## src/rtl/raw_stall_pkg.sv

```systemverilog
package raw_stall_pkg;

  localparam int REG_W = 5;

  // One tracked older instruction; an all-zero entry is a bubble.
  typedef struct packed {
    logic [REG_W-1:0] rd;
    logic             we;
    logic             isLoad;
  } slot_t;

  // Strobes from the control half to the record half.
  typedef struct packed {
    logic hold;
    logic bubble;
  } strobe_t;

  // Slots that must be watched: with bypassing only load results are late
  // (by one stage per memory stage); without it every writer is late until
  // its write-back has been seen by decode.
  function automatic int trackDepth(int numStages, bit fwdEn);
    return fwdEn ? (numStages - 4) : (numStages - 2);
  endfunction

endpackage

```

## src/rtl/raw_stall_track.sv

```systemverilog
module raw_stall_track
  import raw_stall_pkg::*;
#(
  parameter int DEPTH = 1
) (
  input  logic                   clk,
  input  logic                   rstN,
  input  strobe_t                strobes,
  input  logic [REG_W-1:0]       decRd,
  input  logic                   decWe,
  input  logic                   decIsLoad,
  output slot_t [DEPTH-1:0]      recQ
);

  slot_t incoming;

  always_comb begin
    if (strobes.bubble) begin
      incoming = '0;
    end else begin
      incoming.rd     = decRd;
      incoming.we     = decWe;
      incoming.isLoad = decIsLoad;
    end
  end

  always_ff @(posedge clk or negedge rstN) begin
    if (!rstN) recQ[0] <= '0;
    else       recQ[0] <= incoming;
  end

  for (genvar k = 1; k < DEPTH; k++) begin : g_shift
    always_ff @(posedge clk or negedge rstN) begin
      if (!rstN) recQ[k] <= '0;
      else       recQ[k] <= recQ[k-1];
    end
  end

endmodule

```

## src/rtl/raw_stall_ctrl.sv

```systemverilog
module raw_stall_ctrl
  import raw_stall_pkg::*;
#(
  parameter int DEPTH  = 1,
  parameter bit FWD_EN = 1'b1
) (
  input  slot_t [DEPTH-1:0]   recQ,
  input  logic [REG_W-1:0]    decRs1,
  input  logic                decRs1En,
  input  logic [REG_W-1:0]    decRs2,
  input  logic                decRs2En,
  output strobe_t             strobes
);

  logic [DEPTH-1:0] slotHit;

  for (genvar k = 0; k < DEPTH; k++) begin : g_cmp
    logic writes;
    logic srcMatch;
    logic late;

    assign writes   = recQ[k].we && (recQ[k].rd != '0);
    assign srcMatch = (decRs1En && (decRs1 == recQ[k].rd)) ||
                      (decRs2En && (decRs2 == recQ[k].rd));

    if (FWD_EN) begin : g_fwd
      assign late = recQ[k].isLoad;
    end else begin : g_nofwd
      assign late = 1'b1;
    end

    assign slotHit[k] = writes && late && srcMatch;
  end

  always_comb begin
    strobes.hold   = |slotHit;
    strobes.bubble = |slotHit;
  end

endmodule

```

## src/rtl/raw_stall_unit.sv

```systemverilog
module raw_stall_unit
  import raw_stall_pkg::*;
#(
  parameter int NUM_STAGES = 5,
  parameter bit FWD_EN     = 1'b1
) (
  input  logic             clk,
  input  logic             rstN,
  input  logic [REG_W-1:0] decRs1,
  input  logic             decRs1En,
  input  logic [REG_W-1:0] decRs2,
  input  logic             decRs2En,
  input  logic [REG_W-1:0] decRd,
  input  logic             decWe,
  input  logic             decIsLoad,
  output logic             stall
);

  localparam int DEPTH = trackDepth(NUM_STAGES, FWD_EN);

  slot_t [DEPTH-1:0] trackQ;
  strobe_t           strobes;

  raw_stall_ctrl #(.DEPTH(DEPTH), .FWD_EN(FWD_EN)) ctrl_i (
    .recQ     (trackQ),
    .decRs1   (decRs1),
    .decRs1En (decRs1En),
    .decRs2   (decRs2),
    .decRs2En (decRs2En),
    .strobes  (strobes)
  );

  raw_stall_track #(.DEPTH(DEPTH)) track_i (
    .clk       (clk),
    .rstN      (rstN),
    .strobes   (strobes),
    .decRd     (decRd),
    .decWe     (decWe),
    .decIsLoad (decIsLoad),
    .recQ      (trackQ)
  );

  assign stall = strobes.hold;

endmodule

```

## config.mk

```make
export PLATFORM = sky130hd
export DESIGN_NAME = raw_stall_unit
export DESIGN_NICKNAME = d
export VERILOG_FILES = /design/src/rtl/raw_stall_pkg.sv /design/src/rtl/raw_stall_track.sv /design/src/rtl/raw_stall_ctrl.sv /design/src/rtl/raw_stall_unit.sv
export SDC_FILE = /design/constraint.sdc
export NUM_CORES = 1
export LEC_CHECK = 0
export BUFFER_PORTS_ARGS = -buffer_cell sky130_fd_sc_hd__buf_2
export CAP_MARGIN = 20
export CORE_AREA = 2 2 39 41
export CTS_CLUSTER_SIZE = 30
export DETAILED_ROUTE_END_ITERATION = 7
export DIE_AREA = 0 0 41 43
export HOLD_SLACK_MARGIN = 0.1
export SLEW_MARGIN = 10
export SYNTH_ARGS = -nofsm -noshare
export SYNTH_HDL_FRONTEND = slang
export SYNTH_SLANG_ARGS = --single-unit
export TNS_END_PERCENT = 100
```

## constraint.sdc

```tcl
create_clock -name clk -period 1.47 [get_ports clk]
set_input_delay 0.147 -clock clk [delete_from_list [all_inputs] [get_ports clk]]
set_output_delay 0.147 -clock clk [all_outputs]
set_load 0.1 [all_outputs]
```

==> Yosys cells after proc, flatten, opt, wreduce, memory -nomap -nowiden <==
Index checks and enable logic that the tools add are counted.
{ "classes": {"eq_ne": 2, "n_mux": 1, "reduce_logical": 7} }
{ "ops": {"columns": ["cell", "count"], "rows": [
  ["$eq 5x5->1", 2],
  ["$mux 7", 1],
  ["$logic_and 1x1->1", 5],
  ["$reduce_bool 5->1", 1],
  ["$logic_or 1x1->1", 1]
]} }
{ "word_totals": {"ff_bits": 7, "in_bits": 21, "out_inout_bits": 1, "elab_cells": 13} }

==> Longest topological paths before layout <==
{ "logic_depth": {"ltp_word": 5, "mapped_depth": 4, "ltp_nobuf": 4} }

==> By module <==
Synthesis repeated with hierarchy kept, for this count alone.
{ "hier_totals": {"cells_unflattened": 33, "hier_area_um2": 369.1} }
{ "modules_own_cells": {"columns": ["module", "instances", "cells_per_inst", "area_per_inst_um2", "seq_area_each_um2"], "rows": [
  ["raw_stall_track", 1, 14, 219.0, 175.2],
  ["raw_stall_ctrl", 1, 19, 150.1, 0.0]
]} }

==> Worst setup path after synthesis <==
No wires, ideal clock.
{ "synth_timing": {"path_type": "flip-flop to output port", "startpoint": "register, netlist name track_i.recQ[6]", "endpoint": "output stall", "arrival_time_ns": 1.864, "t_required_ns": 1.323, "slack_ns": -0.541, "stages_incl_launch_ff": 5, "path_buffers": 0, "cell_sequence": "dfrtp_1 xnor2_1 nand4_1 o22ai_1 and2_1"} }
{ "synth_between": {"elab_chain_len": 4, "word_cells_on_any_way": 9, "cone_classes": "eq/ne: 2; reduce/logical: 7"} }
{ "synth_rtl": {"columns": ["element", "line", "source"], "rows": [
  ["$eq 5x5->1, or another cell as far along", "raw_stall_ctrl.sv:23", "assign srcMatch = (decRs1En && (decRs1 == recQ[k].rd)) ||"],
  ["$logic_and 1x1->1 (on tied branches)", "raw_stall_ctrl.sv:23, raw_stall_ctrl.sv:22, raw_stall_ctrl.sv:24", null],
  ["$logic_or 1x1->1 or $logic_and 1x1->1 (tied branches)", "raw_stall_ctrl.sv:23, raw_stall_ctrl.sv:32", null],
  ["$logic_and 1x1->1 *", "raw_stall_ctrl.sv:32", "assign slotHit[k] = writes && late && srcMatch;"],
  ["to (decl)", "raw_stall_unit.sv:16", "output logic stall"]
]} }
Every way passes the cells marked *; elsewhere a longest branch is shown, timed or not.

==> Worst setup path after layout <==
{ "layout_timing": {"startpoint": "register, netlist name track_i.recQ[2]", "endpoint": "output stall"} }
{ "layout_between": {"elab_chain_len": 4, "word_cells_on_any_way": 9, "cone_classes": "eq/ne: 2; reduce/logical: 7"} }
{ "layout_rtl": {"columns": ["element", "line"], "rows": [
  ["$eq 5x5->1, or another cell as far along", "raw_stall_ctrl.sv:23"],
  ["$logic_and 1x1->1 (on tied branches)", "raw_stall_ctrl.sv:23, raw_stall_ctrl.sv:22, raw_stall_ctrl.sv:24"],
  ["$logic_or 1x1->1 or $logic_and 1x1->1 (tied branches)", "raw_stall_ctrl.sv:23, raw_stall_ctrl.sv:32"],
  ["$logic_and 1x1->1 *", "raw_stall_ctrl.sv:32"]
]} }
Marked as above.

==> impl_results.md <==
* Top reg by flops: track_i.recQ
* Die extent in x at 41 µm
* Pwr Density at 793 nW/µm²
* Outcome: complete, but fails checks
* Setup ws final at -0.302 ns
* Clock Skews at between 0.002 and 0.003 ns
* DR WL/cell at 10.7 µm
* Starting Density at 27.4%
* Post-CTS Setup Bufs at 0
* Worst path max stage delay at 0.38 ns
* Worst-skew pair later-pin latency at 0.25 ns
* Most frequent cells in the layout: 20 x buf_2, 10 x xnor2_1, 7 x dfrtp_1
* CTS HTree Levels at 1
* Mapped Nets at 53
* Worst vdd ir at 0.000291 V
* Pleak at 0.274 nW
* Pin count of the biggest net entering global routing at 8
* CTS tree: done
* Least-Margin Pin Slew at 0.179 ns
* Placed Area at 558 µm²
* Worst r2r dst: track_i.recQ[3]
* Synth-to-layout area growth at 61.7%
* Commonest non-fill, non-tap cell in the layout: buf_2
* Total CTS buffers at 3
* Yosys cell types at 10
* DRC violations left at 0
* Synth Register Bits at 7
* 1st-pass router iterations at 2
* Final period utilization at 121%
* Met3 wire len at roughly 100 µm
* R2R cell count at 4
* # setup viols final at 1
* Synth warnings at 0
* Total power at 486 µW
* Critical path class: reg2out
* Sequential share of the synthesized area at 46.2%
* Core area at 1380 µm²
* Routability Congestion at 0.632
* Fin area at just over 600 µm²
* Min Hold Slack at 0.131 ns
* First-pass GRT wire length at 1380 µm
* DR vias/cell at 4.35
* Setup crit start kind: flip-flop
* Max cap viols at 0
* Port Buffer Count at 21
* Starting DRT DRC Count at 1
* WP data arrival at 1.63 ns
* Longest Clk Path Bufs at 2
* Reg2Reg Setup Slack at 0.01 ns
* Routed length on met2 at 397 µm
* Max Used Layer: met3
* CTS Root Cell: clkbuf_4
* Layout net count at 84
* Tightest Hold Check Type: in2reg
* Synthesized instance count at 32
* Slew margin rel. at slightly below 90%
* Met1 WL at between 300 and 400 µm
* Post-route ant nets at 0
* Setup TNS at -0.302 ns
* Via count at 339
* Layout cell share with drive strength beyond 1 at about 60%
* Biggest regs: track_i.recQ x7
* Failing checks: negative setup slack
* Max reg flops at 7
* Initial antenna violation count at 0
* Worst r2r src: track_i.recQ[2]
* Max-slew violations at 0
* Io pins at 22
* Overall routed net length at 835 µm
* Die H at 43 µm
* GR Overflow Total at 0
* RSZ-0062 raised after global routing: yes
* Diodes inserted at 0
* Hold path depth at 2
* Clock Sinks at 7
* Number of global-route vias before repair at 361
* Critical Path Fanout Max at 2
* Total Routing Usage GR at 11.8%
* FP Rows at 14
* Hold Startpoint: decWe
* Avg Synthesized Cell Area at about 12 µm²
* Max Freq at around 560 MHz
* Hold Crit Endpoint: track_i.recQ[1]
* Final Hold Vio Count at 0
* Crit path time final at 1.77 ns
* Synth Cell Area at ~380 µm²
* Detailed Place HPWL at 646 µm
* Die area at between 1500 and 2000 µm²
* CP max-delay cell: or3_1
* WP data required at 1.32 ns
* Clock-pin slew on the worst setup and hold paths at 0.05 ns
* Worst setup EP type: output pin
* Worst-path cell chain: or3_1 -> o311a_4 -> and2_4 -> buf_12
[how the worst max path moves through the flow]
stage	to	startpoint	slack [ns]
after detailed placement	stall	track_i.recQ[2]	-0.03
after global placement	stall	track_i.recQ[2]	-0.02
after CTS	stall	track_i.recQ[2]	-0.32
final	stall	track_i.recQ[2]	-0.30
after floorplan	stall	track_i.recQ[2]	-0.03
after global routing	stall	track_i.recQ[2]	-0.35
[what timing repair did]
item | CTS | global route
endpoints found under the setup margin | 2 | 7
pin swaps | 0 | 1
gates resized for setup | 1 | 4
endpoints found under the hold margin | 7 | 0
hold buffers | 1 | 0
[metrics by stage]
| step | setup WS (ns) | instances | utilization (%) |
|---|---|---|---|
| after detailed placement | -0.0302 | 73 | 40.3 |
| final | -0.302 | 78 | 44.3 |
| after CTS | -0.320 | 78 | 43.2 |
| after floorplan | -0.0339 | 32 | - |
| after global routing | -0.350 | 78 | 44.3 |
| after global placement | -0.0212 | 73 | 40.3 |
[area by class of cell]
type,instances,area [µm²]
clock buffers,4,26.3
well taps,16,20.0
fillers,138,771
flip-flops and latches,7,175
repair buffers,26,160
multi-input cells,25,231
[synth_stat cells]
cell,number,area share (%)
xnor2_1,10,23
dfrtp_1,7,46
a21boi_1,6,12
nand2_1,2,2.0
nand4_1,2,3.3
a21boi_2,1,3.0
and2_1,1,1.7
o22ai_1,1,1.7
o311a_4,1,5.6
or3_1,1,1.7
[worst max-delay path: cells and delay by family (launching register included)]
family / cells / cell delay (ns)
flops: 1 / 0.37
simple gates: 2 / 0.53
buf+inv: 1 / 0.16
compound gates: 1 / 0.32
[kinds of logic (layout without fill, tap and decap cells)]
| group | after synthesis | after routing | share of synthesized area (%) |
|---|---|---|---|
| buf+inv | 0 | 30 | 0 |
| flops | 7 | 7 | 46.2 |
| simple gates | 6 | 6 | 8.58 |
| compound gates | 9 | 9 | 22.1 |
| xor+xnor | 10 | 10 | 23.1 |
[where the power goes]
part	total (mW)	internal (mW)	switching, mW	leakage [nW]
logic	0.104	0.0622	0.0413	0.177
clock network	0.171	0.103	0.0678	0.0150
registers	0.212	0.204	0.00789	0.0817
total	0.486	0.369	0.117	0.274
[layer usage]
metal  track usage [%]  up-vias
li1                  -      173
met4              8.00        0
met5                 0        -
met1              13.0      147
met3              3.66        0
met2              18.1       19
Note: power is estimated with default switching activity, not from simulation.
